$ cat config.mk
export PLATFORM = sky130hd
export DESIGN_NAME = mission_start_seq
export DESIGN_NICKNAME = d
export VERILOG_FILES = /design/src/rtl/msseq_pkg.sv /design/src/rtl/msseq_delay.sv /design/src/rtl/msseq_counter.sv /design/src/rtl/msseq_fsm.sv /design/src/rtl/mission_start_seq.sv
export SDC_FILE = /design/constraint.sdc
export NUM_CORES = 1
export LEC_CHECK = 0
export BUFFER_PORTS_ARGS = -buffer_cell sky130_fd_sc_hd__buf_2
export CAP_MARGIN = 20
export CORE_MARGIN = 8
export CORE_UTILIZATION = 40
export CTS_CLUSTER_DIAMETER = 100
export CTS_CLUSTER_SIZE = 40
export DETAILED_ROUTE_END_ITERATION = 7
export GPL_ROUTABILITY_DRIVEN = 0
export SLEW_MARGIN = 0
export SYNTH_ARGS = -nofsm -noshare
export SYNTH_HDL_FRONTEND = slang
export SYNTH_SLANG_ARGS = --single-unit
$ cat constraint.sdc
create_clock -name clk -period 1.7 [get_ports clk]
set_input_delay 0.34 -clock clk [delete_from_list [all_inputs] [get_ports clk]]
set_output_delay 0.34 -clock clk [all_outputs]
set_load 0.05 [all_outputs]
$ cat src/rtl/msseq_pkg.sv
package msseq_pkg;
   typedef enum logic [2:0] {
      ST_IDLE,
      ST_DELAY,
      ST_ARMED,
      ST_LATCHED,
      ST_RUN
   } seq_state_t;

   typedef struct packed {
      logic ts;
      logic log;
      logic m_inc;
      logic d_inc;
   } seq_evt_t;

   localparam seq_evt_t EVT_NONE = '{ts: 1'b0, log: 1'b0, m_inc: 1'b0, d_inc: 1'b0};
endpackage

$ cat src/rtl/msseq_delay.sv
module msseq_delay #(
   parameter int DLY_W = 16
) (
   input  logic             clk,
   input  logic             rst,
   input  logic             load,
   input  logic [DLY_W-1:0] load_val,
   input  logic             run,
   input  logic             minute_tick,
   output logic             expire
);
   localparam logic [DLY_W-1:0] ONE = {{(DLY_W-1){1'b0}}, 1'b1};

   generate
      if (DLY_W < 1) begin : g_bad_w
         $error("msseq_delay: DLY_W must be at least 1");
      end
   endgenerate

   logic [DLY_W-1:0] remain;

   always_ff @(posedge clk) begin
      if (rst) begin
         remain <= '0;
      end else if (load) begin
         remain <= load_val;
      end else if (run && minute_tick && (remain > ONE)) begin
         remain <= remain - ONE;
      end
   end

   assign expire = run && minute_tick && (remain <= ONE);

   // without a reload the remaining delay never grows
   p_delay_monotonic_r4: assert property (@(posedge clk) disable iff (rst)
      !load |=> (remain <= $past(remain)));
endmodule

$ cat src/rtl/msseq_counter.sv
module msseq_counter #(
   parameter int W   = 24,
   parameter bit SAT = 1'b1
) (
   input  logic         clk,
   input  logic         rst,
   input  logic         clr,
   input  logic         inc,
   output logic [W-1:0] count
);
   localparam logic [W-1:0] MAXV = {W{1'b1}};
   localparam logic [W-1:0] ONE  = {{(W-1){1'b0}}, 1'b1};

   generate
      if (W < 2) begin : g_bad_w
         $error("msseq_counter: W must be at least 2");
      end
   endgenerate

   logic [W-1:0] nxt;

   generate
      if (SAT) begin : g_sat
         assign nxt = (count == MAXV) ? count : count + ONE;

         // a full counter stays full
         p_saturate_r9: assert property (@(posedge clk) disable iff (rst)
            (count == MAXV && !clr) |=> (count == MAXV));
      end else begin : g_wrap
         assign nxt = count + ONE;
      end
   endgenerate

   always_ff @(posedge clk) begin
      if (rst || clr) begin
         count <= '0;
      end else if (inc) begin
         count <= nxt;
      end
   end

   // without an increment or clear the count is held
   p_hold_r9: assert property (@(posedge clk) disable iff (rst)
      (!inc && !clr) |=> (count == $past(count)));
endmodule

$ cat src/rtl/msseq_fsm.sv
module msseq_fsm
   import msseq_pkg::*;
(
   input  logic       clk,
   input  logic       rst,
   input  logic       start_cmd,
   input  logic       clear_cmd,
   input  logic       alarm_mode,
   input  logic       temp_en,
   input  logic       sample_tick,
   input  logic       temp_alarm,
   input  logic       delay_expire,
   output seq_state_t state,
   output logic       load,
   output logic       mission_active,
   output logic       mem_cleared,
   output seq_evt_t   evt
);
   seq_state_t state_nxt;
   logic       alarm_sel;

   assign load = start_cmd && !mission_active;

   always_comb begin
      state_nxt = state;
      evt       = EVT_NONE;
      unique case (state)
         ST_IDLE: begin
            if (load) state_nxt = ST_DELAY;
         end
         ST_DELAY: begin
            if (delay_expire) begin
               if (alarm_sel) begin
                  state_nxt = ST_ARMED;
               end else begin
                  evt       = '{ts: 1'b1, log: 1'b1, m_inc: 1'b1, d_inc: 1'b1};
                  state_nxt = ST_RUN;
               end
            end
         end
         ST_ARMED: begin
            if (sample_tick) begin
               evt.d_inc = 1'b1;
               if (temp_alarm) begin
                  evt.log   = 1'b1;
                  state_nxt = ST_LATCHED;
               end
            end
         end
         ST_LATCHED: begin
            if (sample_tick) begin
               evt       = '{ts: 1'b1, log: 1'b1, m_inc: 1'b1, d_inc: 1'b1};
               state_nxt = ST_RUN;
            end
         end
         ST_RUN: begin
            if (sample_tick) begin
               evt = '{ts: 1'b0, log: 1'b1, m_inc: 1'b1, d_inc: 1'b1};
            end
         end
         default: state_nxt = ST_IDLE;
      endcase
   end

   always_ff @(posedge clk) begin
      if (rst) begin
         state          <= ST_IDLE;
         mission_active <= 1'b0;
         mem_cleared    <= 1'b0;
         alarm_sel      <= 1'b0;
      end else begin
         state <= state_nxt;
         if (load) begin
            mission_active <= 1'b1;
            mem_cleared    <= 1'b0;
            alarm_sel      <= alarm_mode && temp_en;
         end else if (clear_cmd && !mission_active) begin
            mem_cleared <= 1'b1;
         end
      end
   end

   // an accepted start raises the mission flag and drops the cleared flag
   p_start_sets_r1: assert property (@(posedge clk) disable iff (rst)
      (start_cmd && !mission_active) |=> (mission_active && !mem_cleared));

   // once active, a mission stays active until reset
   p_mission_holds_r2: assert property (@(posedge clk) disable iff (rst)
      mission_active |=> mission_active);

   // the cleared flag never rises during a mission
   p_no_clear_in_mission_r3: assert property (@(posedge clk) disable iff (rst)
      (mission_active && !mem_cleared) |=> !mem_cleared);

   // the sequencer leaves idle only with the mission flag set
   p_idle_vs_flag_r1: assert property (@(posedge clk) disable iff (rst)
      (state != ST_IDLE) |-> mission_active);
endmodule

$ cat src/rtl/mission_start_seq.sv
module mission_start_seq
   import msseq_pkg::*;
#(
   parameter int DLY_W   = 16,
   parameter int CNT_W   = 24,
   parameter bit CNT_SAT = 1'b1
) (
   input  logic             clk,
   input  logic             rst,
   input  logic             start_cmd,
   input  logic             clear_cmd,
   input  logic [DLY_W-1:0] delay_min,
   input  logic             alarm_mode,
   input  logic             temp_en,
   input  logic             minute_tick,
   input  logic             sample_tick,
   input  logic             temp_alarm,
   output logic             mission_active,
   output logic             mem_cleared,
   output logic             ts_capture,
   output logic             log_entry,
   output logic             mission_inc,
   output logic             device_inc,
   output logic [CNT_W-1:0] mission_count,
   output logic [CNT_W-1:0] device_count
);
   generate
      if (DLY_W < 1 || DLY_W > 32) begin : g_bad_dly
         $error("mission_start_seq: DLY_W out of range");
      end
      if (CNT_W < 2 || CNT_W > 48) begin : g_bad_cnt
         $error("mission_start_seq: CNT_W out of range");
      end
   endgenerate

   seq_state_t st;
   seq_evt_t   evt;
   logic       load;
   logic       expire;
   logic       in_delay;

   assign in_delay = (st == ST_DELAY);

   msseq_delay #(.DLY_W(DLY_W)) u_delay (
      .clk         (clk),
      .rst         (rst),
      .load        (load),
      .load_val    (delay_min),
      .run         (in_delay),
      .minute_tick (minute_tick),
      .expire      (expire)
   );

   msseq_fsm u_fsm (
      .clk            (clk),
      .rst            (rst),
      .start_cmd      (start_cmd),
      .clear_cmd      (clear_cmd),
      .alarm_mode     (alarm_mode),
      .temp_en        (temp_en),
      .sample_tick    (sample_tick),
      .temp_alarm     (temp_alarm),
      .delay_expire   (expire),
      .state          (st),
      .load           (load),
      .mission_active (mission_active),
      .mem_cleared    (mem_cleared),
      .evt            (evt)
   );

   always_ff @(posedge clk) begin
      if (rst) begin
         ts_capture  <= 1'b0;
         log_entry   <= 1'b0;
         mission_inc <= 1'b0;
         device_inc  <= 1'b0;
      end else begin
         ts_capture  <= evt.ts;
         log_entry   <= evt.log;
         mission_inc <= evt.m_inc;
         device_inc  <= evt.d_inc;
      end
   end

   msseq_counter #(.W(CNT_W), .SAT(CNT_SAT)) u_mcnt (
      .clk   (clk),
      .rst   (rst),
      .clr   (load),
      .inc   (mission_inc),
      .count (mission_count)
   );

   msseq_counter #(.W(CNT_W), .SAT(CNT_SAT)) u_dcnt (
      .clk   (clk),
      .rst   (rst),
      .clr   (1'b0),
      .inc   (device_inc),
      .count (device_count)
   );

   // a timestamp capture always comes with a log entry
   p_ts_with_log_r8: assert property (@(posedge clk) disable iff (rst)
      ts_capture |-> (log_entry && mission_inc));

   // the mission counter never advances alone
   p_mission_implies_device_r7: assert property (@(posedge clk) disable iff (rst)
      mission_inc |-> device_inc);

   // nothing is strobed while the delay is still running
   p_quiet_in_delay_r4: assert property (@(posedge clk) disable iff (rst)
      (in_delay && !expire) |=> !(log_entry || device_inc || ts_capture));

   // every strobe answers a tick from the cycle before
   p_strobe_needs_tick_r6: assert property (@(posedge clk) disable iff (rst)
      device_inc |-> $past(sample_tick || minute_tick));
endmodule

==> flow_summary.ini <==
[worst_setup_path]
path_class = reg2reg
crit_path_end_kind = register
crit_path_start_kind = register
reg2reg_slack_ps = -110
arrival_ps = 2070
worstPathRequired_ps = 1960
worst-path-max-fanout = 6

[synth]
synth_edf_count = 0
synth_cells = 456
ys_ff_latch = 74
ys_seq_area_share_pct = 38.49
avgSynthCellArea_um2 = 8.440
synth_top_area_cell = dfxtp_1
syn_nets = 485
yosys-top-cells-count = dfxtp_1, nor2_1, nand2_1
synth_area_mm2 = 0.003849
ys_types = 56
yosys-top-cells-area = dfxtp_1, nor2_1, xnor2_1
yosysWarnings = 0
ys.flop_type = dfxtp_1
synthArstFlopShare_pct = 0
synth_most_common_cell = dfxtp_1
yosysTopAreaCellShare_pct = 38.49

[timing]
max_freq_mhz = 553.6
max-slew-margin-rel_pct = 74.21
finalCritPeriodShare_pct = 106.3
skew_ps = 15.34
slew_viol_final = 0
rsz0062_at_grt = yes
holdWs_ps = 235.3
hold_viol_final = 0
fin_crit_ps = 1806
final-setup-viol-count = 23
fin_tns_setup_ps = -1283
fin_ws_ps = -106.3
worst_pin_slew_ps = 384.5

[die]
initial_core_util_pct = 40.30
die_area_mm2 = 0.01302
io_pins = 79
die_h_um = 114.1
rows = 36
fp.dieW_um = 114.1
coreArea_mm2 = 0.009549

[placed_design]
dp_hpwl_um = 8183
io_buffers = 78
place_area_mm2 = 0.005238
place_inst = 728

[clock_network]
cts_root_buffer = clkbuf_8
clock-sinks = 74
htreeDepth = 3
clock_latency_ps = 350
cts_tree = done
numCtsBuffers = 9
clock_path_buffers = 2
clkSlewWorstSetupHoldPaths_ps = 80

[finish]
fin_area_mm2 = 0.005912
n_fill_cell = 847
drive_above_1_share_pct = 52.15
diodes = 0
syn_to_final_growth_pct = 53.61
multiInputGateArea_mm2 = 0.002650
regArea_mm2 = 0.001639
stdcell_count = 762
fin_nets = 653

[grt]
grt_max_degree = 53
grt_pass1_wl_um = 18770
antenna_found_initial = 0
grt-ovfl-total = 0
grt_pass1_vias = 4076
grt_usage_pct = 17.41

[flow_run]
max_cap_viol_count = 0

[status]
violations = negative setup slack
outcome = finished with violations

[detailed_routing]
vias = 4108
viasPerCell = 5.391
ant_nets = 0
dr.pass1.iters = 5
first_iter_violations = 158
drc_errors = 0
routed_wl_um = 11720
wire_per_inst_um = 15.38

[power]
ir_worst_vdd_mv = 0.3949
power_density_mw_per_mm2 = 646.0
p_leak_nw = 2.332

[min_path]
hold_class = in2reg
critical path, stage by stage, from the launching register on:
cell and delay [ps]:
dfxtp_2 360, inv_4 60, ha_4 160, o2111ai_4 330, o21ai_4 120, or4_4 430
a311oi_2 270
layer usage:
metal / up-vias / routed length (um) / GRT usage, % / part of all wire (%)
met5: - / 0 / 0 / 0
met4: 0 / 206 / 7.098 / 1.8
met1: 1980 / 5178 / 20.87 / 44
met3: 18 / 528 / 3.797 / 4.5
li1: 2015 / - / - / -
met2: 95 / 5805 / 29.50 / 50
per-stage QoR:
step | setup WS, ps | util [%] | total power, mW
after floorplan | -191.4 | - | 2.142
after global placement | -87.09 | 54.85 | 2.356
after detailed placement | -134.1 | 54.85 | 2.370
after CTS | -51.27 | 58.24 | 3.740
after global routing | -207.4 | 61.91 | 3.992
final | -106.3 | 61.91 | 3.819
layout by cell type, fill, tap and decap left out, types with 4 or more instances in the layout:
cell type / count
o21ai_0: 9
and4_1: 8
nand4_1: 10
a31o_2: 4
nor4_2: 4
nand3_1: 14
or3_1: 5
ha_4: 4
a211oi_1: 14
a21oi_1: 16
nor4_4: 6
o21ai_4: 4
or4_4: 4
a211oi_2: 6
buf_6: 9
o211ai_1: 10
and3_1: 6
nand2_1: 27
a21oi_2: 5
nor2_1: 63
xnor2_1: 20
clkbuf_8: 13
dfxtp_4: 35
or4_1: 6
nor3_1: 8
dfxtp_1: 18
xor2_1: 16
a311oi_1: 4
buf_4: 91
nand3_2: 4
dfxtp_2: 21
o31ai_1: 6
inv_1: 9
nor2b_1: 4
nand2b_1: 4
buf_2: 78
cell type report:
type                       count  area share, %
tap                          133          2.815
clock inverter                 1         0.1270
clock buffer                  15          3.153
multi-input combinational    347          44.83
timing repair buffer         180          20.55
inverter                      12         0.8042
sequential                    74          27.72
power by group:
group	internal [mW]	switching (mW)
Clock	0.693	0.663
Sequential	1.73	0.0481
Combinational	0.323	0.360
Total	2.75	1.07
sequential cells by signal, summed over array words and instances, names as in the netlist:
signal and cells:
u_fsm.mem_cleared 1, u_fsm.mission_active 1, u_dcnt.count 24, u_delay.remain 16
u_mcnt.count 24, log_entry 1, u_fsm.alarm_sel 1, mission_inc 1
ts_capture 1, u_fsm.state 3, device_inc 1
repair_timing:
item	4_1_cts	5_1_grt
pin swaps	12	33
cloned	0	1
hold buffers	0	0
setup endpoints to repair	38	59
buffers inserted	4	14
hold endpoints to repair	0	0
gates resized for setup	23	55
path summary, 6_finish.rpt:
kind                                         from                 end  cells past startpoint
worst max-delay path            u_delay.remain[1]  u_delay.remain[15]                      6
worst min-delay path                    clear_cmd   u_fsm.mem_cleared                      3
worst max register to register  u_delay.remain[1]  u_delay.remain[15]                      6
worst min register to register  u_fsm.mem_cleared   u_fsm.mem_cleared                      2
cells by family after synthesis:
group	after synthesis	share of synthesized area, %
flip-flops	74	38.49
adder cells (fa/ha/maj)	4	1.300
XOR/XNOR	38	8.647
multiplexers	3	0.7803
AND/OR/NAND/NOR	200	28.93
AO/OA/AOI/OAI	101	18.01
buffers and inverters	36	3.836
No activity file was read; power rests on OpenSTA's default activity.
